### src/rtl/mwc_pkg.sv
package mwc_pkg;

    localparam int CNT_W     = 16;
    localparam int BASE_LOG2 = 10;
    localparam int SEL_W     = 2;
    // enough bits to index the longest window
    localparam int WIN_CW    = BASE_LOG2 + (1 << SEL_W) - 1;

    typedef enum logic [1:0] {
        ST_IDLE  = 2'd0,
        ST_FIXED = 2'd1,
        ST_OPEN  = 2'd2
    } run_st_e;

    typedef struct packed {
        logic             open_win;
        logic [SEL_W-1:0] sel;
    } win_cfg_t;

    // index of the final sample for a window select value
    function automatic logic [WIN_CW-1:0] last_index(input logic [SEL_W-1:0] sel,
                                                     input int base_log2);
        logic [63:0] len;
        len = 64'd1 << (base_log2 + int'(sel));
        return WIN_CW'(len - 64'd1);
    endfunction

endpackage

### src/rtl/mwc_ctrl.sv
module mwc_ctrl
    import mwc_pkg::*;
(
    input  logic     clk,
    input  logic     rst,
    input  logic     start_i,
    input  win_cfg_t cfg_i,
    input  logic     win_end_i,
    output run_st_e  state_o,
    output win_cfg_t cfg_q_o,
    output logic     start_flag_o
);

    run_st_e  state_q;
    win_cfg_t cfg_q;
    logic     flag_q;

    always_ff @(posedge clk) begin
        if (rst) begin
            state_q <= ST_IDLE;
            cfg_q   <= '0;
            flag_q  <= 1'b0;
        end else begin
            flag_q <= start_i;
            if (start_i) begin
                cfg_q   <= cfg_i;
                state_q <= cfg_i.open_win ? ST_OPEN : ST_FIXED;
            end else if (state_q == ST_FIXED && win_end_i) begin
                state_q <= ST_IDLE;
            end
        end
    end

    assign state_o      = state_q;
    assign cfg_q_o      = cfg_q;
    assign start_flag_o = flag_q;

endmodule

### src/rtl/mwc_window.sv
module mwc_window
    import mwc_pkg::*;
#(
    parameter int BASE_LOG2_P = mwc_pkg::BASE_LOG2
) (
    input  logic             clk,
    input  logic             rst,
    input  logic             start_i,
    input  logic             run_fixed_i,
    input  logic             sample_i,
    input  logic [SEL_W-1:0] sel_i,
    output logic             win_end_o
);

    logic [WIN_CW-1:0] idx_q;
    logic [WIN_CW-1:0] lim;
    logic              step;

    always_comb begin
        lim       = last_index(sel_i, BASE_LOG2_P);
        step      = run_fixed_i && sample_i && !start_i;
        win_end_o = step && (idx_q == lim);
    end

    always_ff @(posedge clk) begin
        if (rst || start_i) begin
            idx_q <= '0;
        end else if (step) begin
            idx_q <= win_end_o ? '0 : idx_q + 1'b1;
        end
    end

endmodule

### src/rtl/mwc_accum.sv
module mwc_accum #(
    parameter int CNT_W_P = mwc_pkg::CNT_W
) (
    input  logic               clk,
    input  logic               rst,
    input  logic               clear_i,
    input  logic               inc_i,
    output logic [CNT_W_P-1:0] count_o
);

    localparam logic [CNT_W_P-1:0] FULL = {CNT_W_P{1'b1}};

    logic [CNT_W_P-1:0] cnt_q;

    always_ff @(posedge clk) begin
        if (rst || clear_i) begin
            cnt_q <= '0;
        end else if (inc_i && cnt_q != FULL) begin
            cnt_q <= cnt_q + 1'b1;
        end
    end

    assign count_o = cnt_q;

endmodule

### src/rtl/mwc_irq.sv
module mwc_irq (
    input  logic clk,
    input  logic rst,
    input  logic set_i,
    input  logic clr_i,
    input  logic en_i,
    output logic flag_o,
    output logic irq_o
);

    logic flag_q;

    always_ff @(posedge clk) begin
        if (rst) begin
            flag_q <= 1'b0;
        end else begin
            // a completing window outranks a clear on the same cycle
            flag_q <= set_i | (flag_q & ~clr_i);
        end
    end

    assign flag_o = flag_q;
    assign irq_o  = flag_q & en_i;

endmodule

### src/rtl/meas_win_counter.sv
module meas_win_counter
    import mwc_pkg::*;
#(
    parameter int CNT_W_P     = mwc_pkg::CNT_W,
    parameter int BASE_LOG2_P = mwc_pkg::BASE_LOG2
) (
    input  logic               clk,
    input  logic               rst,
    input  logic               start_i,
    input  logic               open_win_i,
    input  logic [SEL_W-1:0]   win_sel_i,
    input  logic               sample_i,
    input  logic               event_i,
    input  logic               irq_en_i,
    input  logic               done_clr_i,
    output logic [CNT_W_P-1:0] count_o,
    output logic               busy_o,
    output logic               start_flag_o,
    output logic               done_flag_o,
    output logic               irq_o
);

    win_cfg_t cfg_in;
    win_cfg_t cfg_q;
    run_st_e  state;
    logic     win_end;
    logic     measuring;

    always_comb begin
        cfg_in.open_win = open_win_i;
        cfg_in.sel      = win_sel_i;
        measuring       = (state != ST_IDLE);
    end

    mwc_ctrl ctrl_i (
        .clk          (clk),
        .rst          (rst),
        .start_i      (start_i),
        .cfg_i        (cfg_in),
        .win_end_i    (win_end),
        .state_o      (state),
        .cfg_q_o      (cfg_q),
        .start_flag_o (start_flag_o)
    );

    mwc_window #(.BASE_LOG2_P(BASE_LOG2_P)) win_i (
        .clk         (clk),
        .rst         (rst),
        .start_i     (start_i),
        .run_fixed_i (state == ST_FIXED),
        .sample_i    (sample_i),
        .sel_i       (cfg_q.sel),
        .win_end_o   (win_end)
    );

    mwc_accum #(.CNT_W_P(CNT_W_P)) acc_i (
        .clk     (clk),
        .rst     (rst),
        .clear_i (start_i),
        .inc_i   (measuring && event_i),
        .count_o (count_o)
    );

    mwc_irq irq_i (
        .clk    (clk),
        .rst    (rst),
        .set_i  (win_end),
        .clr_i  (done_clr_i),
        .en_i   (irq_en_i),
        .flag_o (done_flag_o),
        .irq_o  (irq_o)
    );

    assign busy_o = measuring;

endmodule

### config.mk
export PLATFORM = sky130hd
export DESIGN_NAME = meas_win_counter
export DESIGN_NICKNAME = d
export VERILOG_FILES = /design/src/rtl/mwc_pkg.sv /design/src/rtl/mwc_ctrl.sv /design/src/rtl/mwc_window.sv /design/src/rtl/mwc_accum.sv /design/src/rtl/mwc_irq.sv /design/src/rtl/meas_win_counter.sv
export SDC_FILE = /design/constraint.sdc
export NUM_CORES = 1
export LEC_CHECK = 0
export ABC_AREA = 1
export CAP_MARGIN = 20
export CELL_PAD_IN_SITES_DETAIL_PLACEMENT = 0
export CELL_PAD_IN_SITES_GLOBAL_PLACEMENT = 2
export CORE_ASPECT_RATIO = 1.1
export CORE_MARGIN = 10
export CORE_UTILIZATION = 29
export DETAILED_ROUTE_END_ITERATION = 6
export PLACE_DENSITY_LB_ADDON = 0.1
export SETUP_SLACK_MARGIN = 0.4
export SYNTH_ARGS = -nofsm -noshare
export SYNTH_HDL_FRONTEND = slang
export SYNTH_SLANG_ARGS = --single-unit
### constraint.sdc
create_clock -name clk -period 1.95 [get_ports clk]
set_input_delay 0.39 -clock clk [delete_from_list [all_inputs] [get_ports clk]]
set_output_delay 0.39 -clock clk [all_outputs]
set_load 0.1 [all_outputs]
After elaboration in Yosys (flattened, before gate mapping) --
Cells that the tools add are included.
Cells by class: bitwise operators 4, reduce and logical (&&, ||, !) cells 10, equality and inequality tests 3, shift-type cells 1, add/subtract/negate cells 4, muxes and demuxes 4
Operator list (count):
- 1-bit by 32-bit left shift with 13-bit output, first input constant | 1
- 16-bit by 1-bit adder with 16-bit output, second input constant | 1
- 16-bit != test, second input constant | 1
- 13-bit by 1-bit adder with 13-bit output, second input constant | 1
- 13-bit == test | 1
- 13-bit two-way mux | 1
- 13-bit by 1-bit subtractor with 13-bit output, second input constant | 1
- 1-bit logical AND | 6
- 2-bit two-way mux | 3
- 4-bit by 2-bit adder with 5-bit output, first input constant | 1
- 2-bit nonzero test | 2
- 1-bit AND | 2
- 2-bit by 1-bit == test with 1-bit output, second input constant | 1
- 1-bit zero test | 1
- 1-bit logical OR | 1
- 1-bit NOT | 1
- 1-bit bitwise OR | 1
Storage, ports and cells: output and inout bits 20, logic and storage cells 32, input port bits 10, flip-flop bits (word level) 35

Depth between registers and ports, before layout --
Gate-level depths: netlist of run 1.
depth after elaboration 8, gate-level depth with buffers 10, mapped depth without buffers 10

Hierarchy --
Synthesis of run 1 repeated with hierarchy kept, for this count alone.
Unflattened totals: cell total of the unflattened synthesis 306, area, all modules 2014.4 um^2
Modules (own cells, without submodules):
- mwc_accum | instances 1, cells an instance 149, seq. area each 320.3 um^2, area each 950.9 um^2
- mwc_window | instances 1, cells an instance 119, seq. area each 260.2 um^2, area each 793.3 um^2
- mwc_ctrl | instances 1, cells an instance 25, seq. area each 120.1 um^2, area each 200.2 um^2
- mwc_irq | instances 1, cells an instance 7, seq. area each 20.0 um^2, area each 47.5 um^2
- meas_win_counter | instances 1, cells an instance 6, seq. area each 0.0 um^2, area each 22.5 um^2

Worst setup path before layout of run 1 --
OpenSTA, ideal clock, no wires.
path type reg2reg, start point register acc_i.cnt_q[0], in the netlist acc_i.count_o[0], end point register acc_i.cnt_q[3], in the netlist acc_i.count_o[3], period minus slack after synthesis 2.178 ns, path slack -0.228 ns, setup time 0.067 ns, stages on the path, launching flop included 9, data required time 1.883 ns, data arrival time 2.111 ns, path buffers 1, cell sequence dfxtp_1 -> ha_1 -> inv_1 -> nor2_2 -> nand2_2 -> o21ai_2 -> buf_6 -> nand2_1 -> a21oi_2
On the way: cells in the longest elaborated chain, start to end 2, elaborated cells on any way between the ends 3, those cells by class 1 x add/sub; 1 x eq/ne; 1 x reduce/logical
RTL lines:
- start: declaration | RTL line mwc_accum.sv:13 | logic [CNT_W_P-1:0] cnt_q;
- start signal: assignment | RTL line mwc_accum.sv:19 | cnt_q <= cnt_q + 1'b1;
- parallel branches: the longest is 2 deep, another holds 16-bit by 1-bit adder with 16-bit output
Several ways; the timed one is not identified. A chain may end at the register's enable or synchronous reset.

Worst setup path in the final report of run 1 --
start point input sample_i, end point register win_i.idx_q[5]
On the way: cells in the longest elaborated chain, start to end 4
RTL lines:
- start: declaration | RTL line meas_win_counter.sv:12 | input logic sample_i,
- 1-bit logical AND * (2 in a row) | RTL line mwc_window.sv:21 | step = run_fixed_i && sample_i && !start_i;
- 1-bit logical AND | RTL line mwc_window.sv:22 | win_end_o = step && (idx_q == lim);
- 13-bit two-way mux | RTL line mwc_window.sv:29 | idx_q <= win_end_o ? '0 : idx_q + 1'b1;
- end signal: assignment | RTL line mwc_window.sv:29
- end: declaration | RTL line mwc_window.sv:15 | logic [WIN_CW-1:0] idx_q;
Mark *: on every way between the ends. The rest lies on a longest branch, timed or not.

==> impl_metrics.tcl, run 1 <==
set metrics [dict create \
    synth_warnings 0 \
    grt_pass1_wl_um 8340 \
    ys_seq_area_frac 0.380 \
    layout_commonest_cell "nand2_1" \
    clockRootBuffer "clkbuf_8" \
    regArea_um2 768 \
    hp-class "input pin to register" \
    wl_um 5050 \
    max-cap-violations 0 \
    die_x_um 96.0 \
    worstMarginPinSlew_ps 380 \
    ant_nets 0 \
    nets 326 \
    mostFrequentLayoutCells "81 x nand2_1, 44 x nor2_1, 27 x inv_1" \
    wl_per_cell_um 12.8 \
    arrival_ps 1650 \
    grt_pass1_vias 1684 \
    status "complete, no violations" \
    skew_ps 6.48 \
    num_vias 1705 \
    critPathRequiredTime_ps 2140 \
    rsz0062_at_grt "true" \
    clkTransAtPathRegs_ps 80 \
    setup_violations 0 \
    slew_headroom 0.746 \
    fill_cells 679 \
    critPathLaunchType "input pin" \
    syn-num-nets 285 \
    vias_per_cell 4.32 \
    track_usage 0.106 \
    crit_type "input pin to register" \
    drcViolationCount 0 \
    portBuffers 29 \
    coreArea_um2 6190 \
    io_pins 30 \
    top_layer_used "met4" \
    wl_met1_um 2200 \
    start_util 0.298 \
    post-route-min-period_ps 1470 \
    total_power_w 0.00138 \
    synth_cell_types 23 \
    ctsHoldBuffers 0 \
    powerDensity_nw_per_um2 556 \
    drt_iter0_drc 45 \
    hold_viol 0 \
    clockBufferDepth 2 \
    max_freq_mhz 681 \
    grt_max_degree 20 \
    timing.hold.ws_ps 488 \
    setup_tns_ps 0 \
    die_h_um 104 \
    avgSynthCellArea_um2 6.76 \
    min_period_over_period 0.753 \
    diodes 0 \
    cts_tree "done" \
    drive_gt1_frac 0.279 \
    p_leak_nw 0.940 \
    final_max_slew_viol_count 0 \
    hpwl_um 3860 \
    crit_fanout 4 \
    cp-end-kind "register" \
    htree_levels 2 \
    area_growth_pct 34.7 \
    utilization 0.401 \
    multi_input_area_um2 1060 \
    gp_congestion 0.782 \
    syn-cell-area_um2 1840 \
    overflow 0 \
    async_reset_ff_frac 0 \
    cts_sinks 35 \
    synth_cells 273 \
    met2_length_um 2610 \
    ys_ff_latch 35 \
    worst_skew_pair.late_latency_ps 290 \
    synth_edf_count 0 \
    synth_top_flop_cell "dfxtp_1" \
    cts_buffers 5 \
    drt_first_pass_iters 4 \
    wl_met3_um 172 \
    peakVddDrop_mv 0.192 \
    antenna_found_initial 0 \
    rows 30 \
    dieArea_um2 9950 \
]
path summary, 6_finish.rpt:
path / from / end / slack [ps] / cells past startpoint
setup / recovery: sample_i / win_i.idx_q[5] / 480 / 9
hold / removal: start_i / ctrl_i.start_flag_o / 490 / 3
setup reg to reg: acc_i.count_o[1] / acc_i.count_o[10] / 490 / 11
hold reg to reg: win_i.idx_q[1] / win_i.idx_q[1] / 500 / 2
registers in the layout, summed over array words and instances, names as in the netlist:
signal	count
ctrl_i.state_o	2
acc_i.count_o	16
ctrl_i.cfg_q_o	2
ctrl_i.start_flag_o	1
irq_i.flag_o	1
win_i.idx_q	13
logic make-up (layout without fill, tap and decap cells):
family | Yosys count | count (layout) | synth area share
AOI/OAI and AO/OA | 24 | 24 | 0.0902
xor gates and xnor gates | 16 | 16 | 0.0760
adders and majority gates | 2 | 2 | 0.0136
buffers and inverters | 34 | 76 | 0.0787
DFF | 35 | 35 | 0.380
and+or+nand+nor | 162 | 162 | 0.362
timing repair:
item | CTS | global route
setup buffers | 0 | 1
resized for setup | 4 | 14
setup endpoints to repair | 3 | 16
pin swaps | 1 | 3
through the flow:
step,instances,setup WS [ps],instance area (um^2)
floorplan,273,415,1920
global route,395,378,2480
finish,395,482,2480
detailed placement,386,94.3,2340
CTS,394,393,2430
global placement,386,84.5,2340
critical path, stage by stage:
cell and delay [ps]:
clkdlybuf4s50_1 470, nand2_1 80, inv_1 80, nand2_2 80, or2_1 230, nor2_1 80
inv_1 60, o21ai_0 140, nor2_1 50
cell type report:
class                      count  area share
sequential                    35       0.309
timing repair buffer          38       0.145
clock inverter                 1     0.00202
multi-input combinational    204       0.426
inverter                      30      0.0469
tap                           80      0.0403
clock buffer                   7      0.0307
metal layers:
metal  vias to the layer above  track usage
met4                         0       0.0348
met5                         -            0
met1                       751        0.119
met3                         5       0.0282
li1                        928            -
met2                        21        0.183
Yosys cell counts (2+ instances only):
cell type / instances / share of area
nand2_1: 83 / 0.17
nor2_1: 49 / 0.10
dfxtp_1: 35 / 0.38
inv_1: 28 / 0.057
nand3_1: 17 / 0.046
a21oi_2: 10 / 0.047
xor2_1: 10 / 0.047
o21ai_0: 6 / 0.016
xnor2_1: 6 / 0.028
a21oi_1: 5 / 0.014
nor2_2: 4 / 0.014
nand2_2: 3 / 0.010
nand4_1: 3 / 0.010
buf_2: 2 / 0.0054
buf_6: 2 / 0.012
ha_1: 2 / 0.014
inv_2: 2 / 0.0041
power by group:
| group | internal [W] | switching [W] |
|---|---|---|
| clock network | 0.000251 | 0.000273 |
| registers | 0.000699 | 0.00000738 |
| logic | 0.0000630 | 0.0000890 |
No activity file was read; power rests on OpenSTA's default activity.
==> inputs of run 2 (changes only) <==
==> constraint.sdc (replaced) <==
create_clock -name clk -period 1.55 [get_ports clk]
set_input_delay 0.31 -clock clk [delete_from_list [all_inputs] [get_ports clk]]
set_output_delay 0.31 -clock clk [all_outputs]
set_load 0.1 [all_outputs]
==> impl_metrics.tcl, run 2 (same netlist as run 1, synthesis figures left out) <==
set metrics [dict create \
    ctsHoldBuffers 0 \
    utilization 0.568 \
    skew_ps 5.54 \
    pre_cts_ws_ps -240 \
    hold_viol 0 \
    drt_first_pass_iters 3 \
    dp.cells 419 \
    setup_tns_ps 0 \
    num_vias 1958 \
    track_usage 0.115 \
    io_pins 30 \
    dieArea_um2 9950 \
    critPathRequiredTime_ps 1240 \
    max_freq_mhz 725 \
    crit_chain "or2_4, buf_12" \
    nets 381 \
    worstMarginPinSlew_ps 281 \
    worst-path-buf-inv 1 \
    setup_violations 0 \
    mostFrequentLayoutCells "58 x nand2_1, 38 x buf_4, 31 x nor2_1" \
    area_growth_pct 90.7 \
    regArea_um2 783 \
    cts_sinks 35 \
    layout_commonest_cell "nand2_1" \
    cp-end-kind "output pin" \
    path_depth 2 \
    drcViolationCount 0 \
    ant_nets 0 \
    startpoint "ctrl_i.state_o[1]" \
    layout_setup_ws_ps 171 \
    grt_pass1_vias 1973 \
    cts_buffers 5 \
    diodes 0 \
    arrival_ps 1070 \
    critical_path.top_delay_family "flip-flops" \
    grt_pass1_wl_um 9190 \
    rsz0062_at_grt "true" \
    min_period_over_period 0.889 \
    vias_per_cell 4.36 \
    cts_tree "done" \
    cp_slowest_cell "dfxtp_4" \
    max_stage_delay_ps 360 \
    portBuffers 29 \
    antenna_found_initial 0 \
    drive_gt1_frac 0.539 \
    clockRootBuffer "clkbuf_8" \
    status "complete, no violations" \
    post-route-min-period_ps 1380 \
    crit_type "register to output pin" \
    clockBufferDepth 2 \
    htree_levels 2 \
    clkTransAtPathRegs_ps 70 \
    largest_reg_flops 16 \
    hpwl_um 4030 \
    max-cap-violations 0 \
    wl_per_cell_um 12.0 \
    gp_congestion 0.765 \
    wl_um 5390 \
    critPathLaunchType "register" \
    endpoint "busy_o" \
    p_leak_nw 1.42 \
    crit_fanout 4 \
    instances_no_fill 449 \
    die_x_um 96.0 \
    fill_cells 596 \
    rr_endpoint "acc_i.count_o[1]" \
    rows 30 \
    final_max_slew_viol_count 0 \
    coreArea_um2 6190 \
    start_util 0.298 \
    hp-class "register to register" \
    grt_max_degree 20 \
    multi_input_area_um2 1330 \
    drt_iter0_drc 28 \
    worst_skew_pair.late_latency_ps 290 \
    peakVddDrop_mv 0.249 \
    ff2ff_path_depth 10 \
    overflow 0 \
    die_h_um 104 \
    rr_startpoint "acc_i.count_o[1]" \
    slew_headroom 0.812 \
    reg2reg_slack_ps 170 \
    powerDensity_nw_per_um2 525 \
]
[run 2: routing by layer]
metal	track usage	up-vias	share of wire
li1	-	1038	-
met5	0	-	0
met2	0.205	16	0.54
met1	0.124	898	0.41
met3	0.0339	6	0.037
met4	0.0348	0	0.012
[run 2: power breakdown]
| group | internal (W) | switching (W) | total, W | leakage, nW |
|---|---|---|---|---|
| Combinational | 0.000127 | 0.000152 | 0.000279 | 1.07 |
| Sequential | 0.000874 | 0.00000892 | 0.000883 | 0.301 |
| Clock | 0.000349 | 0.000334 | 0.000683 | 0.0470 |
[run 2: layout make-up]
type,instances,area share
clock buffer,6,0.0235
clock inverter,1,0.00142
inverter,30,0.0345
multi-input combinational,205,0.377
sequential,35,0.223
tap,80,0.0285
timing repair buffer,92,0.312
[run 2: worst min path at each step]
stage | startpoint | endpoint | slack [ps] | depth (start not counted)
after floorplan | rst | irq_i.flag_o | 370 | 1
after global placement | win_i.idx_q[1] | win_i.idx_q[1] | 490 | 2
after detailed placement | ctrl_i.state_o[0] | ctrl_i.state_o[0] | 480 | 2
after CTS | ctrl_i.state_o[0] | ctrl_i.state_o[0] | 480 | 2
after global routing | ctrl_i.state_o[0] | ctrl_i.state_o[0] | 500 | 2
final | ctrl_i.state_o[0] | ctrl_i.state_o[0] | 490 | 2
[run 2: repair_timing]
| action | in CTS | in global routing |
|---|---|---|
| setup buffers | 14 | 7 |
| pin swaps | 15 | 23 |
| hold endpoints to repair | 0 | 0 |
| gates cloned | 1 | 1 |
| setup endpoints to repair | 53 | 53 |
| resized for setup | 70 | 45 |
[run 2: metrics by stage]
| stage | area [um^2] | total power, W | hold slack, ps |
|---|---|---|---|
| floorplan | 1970 | 0.00101 | 373 |
| global placement | 2840 | 0.00112 | 486 |
| detailed placement | 2840 | 0.00112 | 484 |
| CTS | 3300 | 0.00186 | 477 |
| global route | 3520 | 0.00193 | 504 |
| finish | 3520 | 0.00185 | 491 |
[run 2: worst register-to-register path, delay by kind of cell (launching register included)]
kind | cells | cell delay, ps
simple gates | 5 | 410
fa+ha+maj | 1 | 130
buf+inv | 3 | 320
compound gates | 1 | 50
flops | 1 | 370
